## config.mk

```make
export PLATFORM = sky130hd
export DESIGN_NAME = nib_alu_top
export DESIGN_NICKNAME = d
export VERILOG_FILES = /design/src/rtl/nib_alu_pkg.sv /design/src/rtl/nib_alu_arith.sv /design/src/rtl/nib_alu_logic.sv /design/src/rtl/nib_alu_rot.sv /design/src/rtl/nib_alu_dadj.sv /design/src/rtl/nib_alu_top.sv
export SDC_FILE = /design/constraint.sdc
export NUM_CORES = 1
export LEC_CHECK = 0
export BUFFER_PORTS_ARGS = -buffer_cell sky130_fd_sc_hd__buf_2
export CORE_UTILIZATION = 30
export CTS_CLUSTER_DIAMETER = 100
export DETAILED_ROUTE_END_ITERATION = 7
export REMOVE_ABC_BUFFERS = 1
export SYNTH_ARGS = -nofsm -noshare
export SYNTH_HDL_FRONTEND = slang
export SYNTH_HIERARCHICAL = 1
export SYNTH_SLANG_ARGS = --single-unit
export TNS_END_PERCENT = 20
```

## constraint.sdc

```tcl
create_clock -name clk -period 3.7 [get_ports clk]
set_input_delay 0.185 -clock clk [delete_from_list [all_inputs] [get_ports clk]]
set_output_delay 0.185 -clock clk [all_outputs]
set_load 0.005 [all_outputs]
```

## src/rtl/nib_alu_pkg.sv

```systemverilog
// Shared definitions for the nibble ALU: operation codes.
package nib_alu_pkg;

    typedef enum logic [3:0] {
        OP_ADD  = 4'd0,
        OP_ADC  = 4'd1,
        OP_SUB  = 4'd2,
        OP_SBC  = 4'd3,
        OP_AND  = 4'd4,
        OP_OR   = 4'd5,
        OP_XOR  = 4'd6,
        OP_INC  = 4'd7,
        OP_DEC  = 4'd8,
        OP_RL   = 4'd9,
        OP_RLC  = 4'd10,
        OP_RR   = 4'd11,
        OP_RRC  = 4'd12,
        OP_DAA  = 4'd13
    } op_e;

endpackage

```

## src/rtl/nib_alu_arith.sv

```systemverilog
// Adder path: add, add-with-carry, subtract, subtract-with-borrow,
// increment and decrement of the operand.
// Assumes subtraction is done as addition of the inverted operand, with a
// carry-out of 1 meaning "no borrow". Step operations pass cy_in through.
module nib_alu_arith
    import nib_alu_pkg::*;
#(
    parameter int W = 4
) (
    input  logic [W-1:0] a,
    input  logic [W-1:0] b,
    input  logic         cy_in,
    input  op_e          op,
    output logic [W-1:0] res,
    output logic         cy_out
);
    localparam int SW = W + 1;

    logic [W-1:0]  b_eff;
    logic          ci_eff;
    logic [SW-1:0] sum;

    // Select the effective operand and carry-in, form the full-width sum.
    always_comb begin
        b_eff = (op == OP_SUB || op == OP_SBC) ? ~b : b;
        unique case (op)
            OP_ADC, OP_SBC: ci_eff = cy_in;
            OP_SUB:         ci_eff = 1'b1;
            default:        ci_eff = 1'b0;
        endcase
        sum = {1'b0, a} + {1'b0, b_eff} + {{W{1'b0}}, ci_eff};
    end

    // Pick the adder sum or the operand step as the result.
    always_comb begin
        unique case (op)
            OP_INC: begin
                res    = b + {{(W-1){1'b0}}, 1'b1};
                cy_out = cy_in;
            end
            OP_DEC: begin
                res    = b - {{(W-1){1'b0}}, 1'b1};
                cy_out = cy_in;
            end
            default: begin
                res    = sum[W-1:0];
                cy_out = sum[SW-1];
            end
        endcase
    end
endmodule

```

## src/rtl/nib_alu_logic.sv

```systemverilog
// Bitwise path: AND, OR, XOR of accumulator and operand.
// Assumes the caller ignores the result for other codes; carry is not produced here.
module nib_alu_logic
    import nib_alu_pkg::*;
#(
    parameter int W = 4
) (
    input  logic [W-1:0] a,
    input  logic [W-1:0] b,
    input  op_e          op,
    output logic [W-1:0] res
);
    // Bitwise combine according to the code.
    always_comb begin
        unique case (op)
            OP_OR:   res = a | b;
            OP_XOR:  res = a ^ b;
            default: res = a & b;
        endcase
    end
endmodule

```

## src/rtl/nib_alu_rot.sv

```systemverilog
// Rotate path: plain rotates copy the leaving bit to both the far end and the
// carry; rotates through carry insert the old carry and emit the leaving bit.
// Assumes W >= 2.
module nib_alu_rot
    import nib_alu_pkg::*;
#(
    parameter int W = 4
) (
    input  logic [W-1:0] a,
    input  logic         cy_in,
    input  op_e          op,
    output logic [W-1:0] res,
    output logic         cy_out
);
    localparam int MSB = W - 1;

    // Form the rotated word and the carry it emits.
    always_comb begin
        unique case (op)
            OP_RL: begin
                res    = {a[MSB-1:0], a[MSB]};
                cy_out = a[MSB];
            end
            OP_RLC: begin
                res    = {a[MSB-1:0], cy_in};
                cy_out = a[MSB];
            end
            OP_RR: begin
                res    = {a[0], a[MSB:1]};
                cy_out = a[0];
            end
            default: begin
                res    = {cy_in, a[MSB:1]};
                cy_out = a[0];
            end
        endcase
    end
endmodule

```

## src/rtl/nib_alu_dadj.sv

```systemverilog
// Decimal adjust after addition: add six when the digit exceeds nine or the
// carry is set, and set the carry in that case; otherwise pass through.
// Assumes a 4-bit BCD digit width.
module nib_alu_dadj #(
    parameter int W = 4
) (
    input  logic [W-1:0] a,
    input  logic         cy_in,
    output logic [W-1:0] res,
    output logic         cy_out
);
    localparam logic [W-1:0] DIGIT_MAX = W'(9);
    localparam logic [W-1:0] ADJ       = W'(6);

    logic need_adj;

    // Decide on the correction and apply it, keeping the low bits only.
    always_comb begin
        need_adj = (a > DIGIT_MAX) || cy_in;
        res      = need_adj ? a + ADJ : a;
        cy_out   = need_adj ? 1'b1 : cy_in;
    end
endmodule

```

## src/rtl/nib_alu_top.sv

```systemverilog
// Nibble accumulator ALU with one output register stage.
// Selects among the adder, bitwise, rotate and decimal-adjust paths and
// produces a carry-write enable; when the enable is low, the carry output
// mirrors the carry input. Reserved codes pass the accumulator through.
// Assumes synchronous active-low reset.
module nib_alu_top
    import nib_alu_pkg::*;
#(
    parameter int W = 4
) (
    input  logic         clk,
    input  logic         rst_n,
    input  logic [3:0]   op_i,
    input  logic [W-1:0] acc_i,
    input  logic [W-1:0] opnd_i,
    input  logic         cy_i,
    output logic [W-1:0] res_o,
    output logic         cy_o,
    output logic         cy_we_o
);
    op_e          op;
    logic [W-1:0] ar_res, lg_res, rt_res, da_res;
    logic         ar_cy, rt_cy, da_cy;
    logic [W-1:0] res_d;
    logic         cy_d, we_d;

    assign op = op_e'(op_i);

    nib_alu_arith #(.W(W)) u_arith (
        .a(acc_i), .b(opnd_i), .cy_in(cy_i), .op(op),
        .res(ar_res), .cy_out(ar_cy)
    );

    nib_alu_logic #(.W(W)) u_logic (
        .a(acc_i), .b(opnd_i), .op(op), .res(lg_res)
    );

    nib_alu_rot #(.W(W)) u_rot (
        .a(acc_i), .cy_in(cy_i), .op(op), .res(rt_res), .cy_out(rt_cy)
    );

    nib_alu_dadj #(.W(W)) u_dadj (
        .a(acc_i), .cy_in(cy_i), .res(da_res), .cy_out(da_cy)
    );

    // Route the selected path and decide whether the carry is written.
    always_comb begin
        res_d = acc_i;
        cy_d  = cy_i;
        we_d  = 1'b0;
        case (op)
            OP_ADD, OP_ADC, OP_SUB, OP_SBC: begin
                res_d = ar_res;
                cy_d  = ar_cy;
                we_d  = 1'b1;
            end
            OP_INC, OP_DEC: begin
                res_d = ar_res;
            end
            OP_AND, OP_OR, OP_XOR: begin
                res_d = lg_res;
            end
            OP_RL, OP_RLC, OP_RR, OP_RRC: begin
                res_d = rt_res;
                cy_d  = rt_cy;
                we_d  = 1'b1;
            end
            OP_DAA: begin
                res_d = da_res;
                cy_d  = da_cy;
                we_d  = 1'b1;
            end
            default: begin
                res_d = acc_i;
            end
        endcase
    end

    // Output register with synchronous clear.
    always_ff @(posedge clk) begin
        if (!rst_n) begin
            res_o   <= '0;
            cy_o    <= 1'b0;
            cy_we_o <= 1'b0;
        end else begin
            res_o   <= res_d;
            cy_o    <= cy_d;
            cy_we_o <= we_d;
        end
    end
endmodule

```

==> flow_summary.json <==
{
  "run_status": "complete, no violations",
  "post_synthesis_sequential_area_ratio_pct": 8.57,
  "peak_freq_mhz": 384,
  "cts-buffers-inserted": 3,
  "dr.first_iter.drc_count": 83,
  "dr_total_vias": 1250,
  "place_area_mm2": 0.00152,
  "place_ws_ns": 0.881,
  "net_switching_power_of_the_design_mw": 0.127,
  "max_slew.worst_pin.slew_ns": 0.410,
  "layout-area-overhead-vs-synth_pct": 11.4,
  "cts_num_sinks": 6,
  "post-route-cell-area_mm2": 0.00156,
  "cts.reportedPaths.clkPinSlew_ns": 0.03,
  "synth.top_cell.area_share_pct": 12.5,
  "drt-total-wl_um": 3330,
  "final_nets": 219,
  "drt-pass1-iter-count": 5,
  "place.detailed.hpwl_um": 2450,
  "layout-drive-gt1-share_pct": 29.7,
  "worstSetupStartpoint": "op_i[1]",
  "fin_crit_sh_pct": 70.5,
  "grt_setup_unrepaired": "no",
  "via_count_of_the_first_global_routing_pass": 1176,
  "relSlewSlack_pct": 72.7,
  "die_w_um": 70.3,
  "tns_ns": 0,
  "cts-root-to-sink-buffers": 2,
  "die_y_um": 70.3,
  "maxSlewViolCount": 0,
  "synth_area_leaders": "ha_1 13%, dfxtp_1 8.6%, a21oi_1 5.7%, mux2i_1 5.7%, fa_1 4.3%",
  "required_time_reported_for_the_critical_path_endpoint_ns": 3.80,
  "capture_point_of_the_critical_path": "cy_o",
  "pwr_density_cell_mw_per_mm2": 225,
  "synth_top_cell_by_area": "ha_1",
  "setup_violations": 0,
  "cts-htree-levels": 1,
  "sw_frac_of_total_pct": 36.2,
  "comb_power_share_pct": 52.1,
  "grt_overflow_total": 0,
  "worst_ep_arrival_time_ns": 2.71,
  "count_of_final_hold_check_violations": 0,
  "cts_root_buf": "clkbuf_8",
  "synthFlopType": "dfxtp_1",
  "post_cts.resized_instances": 0,
  "detail_route.vias_per_cell": 5.27,
  "cap_violations": 0,
  "synth-seq-cells": 6,
  "grt_start_max_net_pins": 24,
  "initial_antenna_violation_count": 0,
  "cell_internal_pwr_mw": 0.224,
  "ctsHoldBuffers": 0,
  "gp_congestion": 0.810,
  "postRouteAntennaNets": 0,
  "totalPowerFinal_mw": 0.351,
  "route.detailed.drc": 0,
  "worstSetupEndpointType": "flip-flop",
  "pwr-share-seq_pct": 20.9,
  "critPathMaxFanout": 23,
  "port_buffer_cells": 20,
  "postSynth.asyncResetShare_pct": 0,
  "synthesis.instances": 167,
  "globalRouteTotalUtil_pct": 14.0,
  "startpoint_type": "input port",
  "share_clk_of_total_power_pct": 27.0,
  "post_cts_repair_setup_buffers": 0,
  "tritoncts_clock_tree": "built",
  "synth_warnings": 6,
  "leakage_nw": 0.729,
  "design.portCount": 21,
  "post-route-min-period_ns": 2.61,
  "syn_avg_cell_area_um2": 8.39,
  "dieArea_mm2": 0.00495,
  "grt_pass1_wl_um": 5730,
  "synth_edf_count": 0,
  "synthesis.area_mm2": 0.00140,
  "floorplan.rows": 24,
  "setup_ws_ns": 1.09,
  "core_region_area_mm2": 0.00441,
  "initial_utilization_pct": 31.7,
  "antennaDiodeCount": 0,
  "irDropWorstVdd_mv": 0.0781,
  "hold_class": "input port to flip-flop",
  "drt-wirelength-per-cell_um": 14.1,
  "timing.setup.critical_path_class": "input port to flip-flop",
  "synthDistinctLibCells": 52,
  "worst_hold_path.num_cells": 3
}
==> flip-flops by register name, indices dropped and copies added (netlist names) <==
name and cells:
res_o 4, cy_o 1, cy_we_o 1
==> area by class of cell <==
class | count | area, um^2
Fill cell | 469 | 2850
Timing Repair Buffer | 20 | 100
Inverter | 17 | 63.8
Multi-Input combinational cell | 139 | 1170
Tap cell | 52 | 65.1
Sequential cell | 6 | 120
Clock buffer | 3 | 41.3
==> critical path, cell delays in order <==
cell and delay, ns:
buf_2 0.35, nor3b_2 0.43, xnor2_1 0.19, fa_1 0.23, inv_1 0.06, fa_1 0.39
a21o_1 0.17, a21oi_1 0.15, o21ai_0 0.17, a221oi_2 0.29, a21oi_1 0.09
==> Yosys cell counts, types with 2 or more instances <==
cell type	n
a22oi_1	4
nor2_1	10
a221o_1	4
mux2i_1	8
and3_2	4
o21ai_0	12
a21oi_1	16
a21o_1	2
ha_1	14
nand2_1	4
o221a_1	4
xor2_1	5
nand2b_2	4
dfxtp_1	6
and4bb_2	2
a21oi_2	4
inv_1	16
fa_1	3
mux2_2	3
nor3b_1	2
xnor2_1	6
nand2b_1	2
buf_6	3
==> power by group through the flow <==
stage | clock network (mW) | registers (mW) | logic, mW
floorplan | 0 | 0.0759 | 0.119
global placement | 0 | 0.0745 | 0.179
detailed placement | 0 | 0.0744 | 0.181
CTS | 0.0971 | 0.0734 | 0.182
finish | 0.0947 | 0.0734 | 0.183
global route | 0.100 | 0.0738 | 0.206
==> metrics by stage <==
| step | utilization, % | std cells | hold slack (ns) |
|---|---|---|---|
| 3_3_place_gp | 34.4 | 234 | 0.473 |
| 3_5_place_dp | 34.4 | 234 | 0.478 |
| 2_1_floorplan | - | 162 | 0.317 |
| 4_1_cts | 35.4 | 237 | 0.254 |
| 5_1_grt | 35.4 | 237 | 0.281 |
| 6_report | 35.4 | 237 | 0.258 |
==> how the worst min path moves through the flow <==
stage / from / end / slack [ns]
2_1_floorplan: rst_n / cy_o / 0.32
3_3_place_gp: rst_n / cy_o / 0.47
3_5_place_dp: rst_n / cy_o / 0.48
4_1_cts: rst_n / cy_o / 0.25
5_1_grt: rst_n / cy_o / 0.28
6_report: rst_n / cy_o / 0.26
==> layout by cell type (no fill, tap or decap), types with 2 or more instances in the layout <==
| master | instances |
|---|---|
| o21ai_0 | 12 |
| mux2_2 | 3 |
| nand2b_2 | 4 |
| nor2_1 | 10 |
| dfxtp_1 | 6 |
| a22oi_1 | 4 |
| mux2i_1 | 8 |
| nand2b_1 | 2 |
| xor2_1 | 5 |
| and3_2 | 4 |
| ha_1 | 14 |
| nand2_1 | 4 |
| fa_1 | 3 |
| and4bb_2 | 2 |
| a21o_1 | 2 |
| inv_1 | 16 |
| a21oi_2 | 4 |
| xnor2_1 | 6 |
| a21oi_1 | 16 |
| nor3b_1 | 2 |
| a221o_1 | 4 |
| clkbuf_8 | 3 |
| buf_2 | 20 |
| o221a_1 | 4 |
==> cells by family after synthesis <==
logic type | Yosys count | synth area share, %
buffers and inverters | 22 | 7.86
DFF | 6 | 8.57
adders and majority gates | 17 | 16.8
and+or+nand+nor | 45 | 23.2
xor gates and xnor gates | 11 | 6.87
muxes | 12 | 9.20
AOI/OAI and AO/OA | 54 | 27.5
==> metal layers <==
metal  vias to the layer above  wire length, um  part of all wire [%]  track usage, %
met5                         -                0                     0               0
met4                         0               33                  0.99            3.33
met3                         4              136                   4.1            1.59
met2                        27             1420                    43            21.2
met1                       572             1740                    52            20.9
li1                        647                -                     -               -
Power figures use the tool's default switching activity.
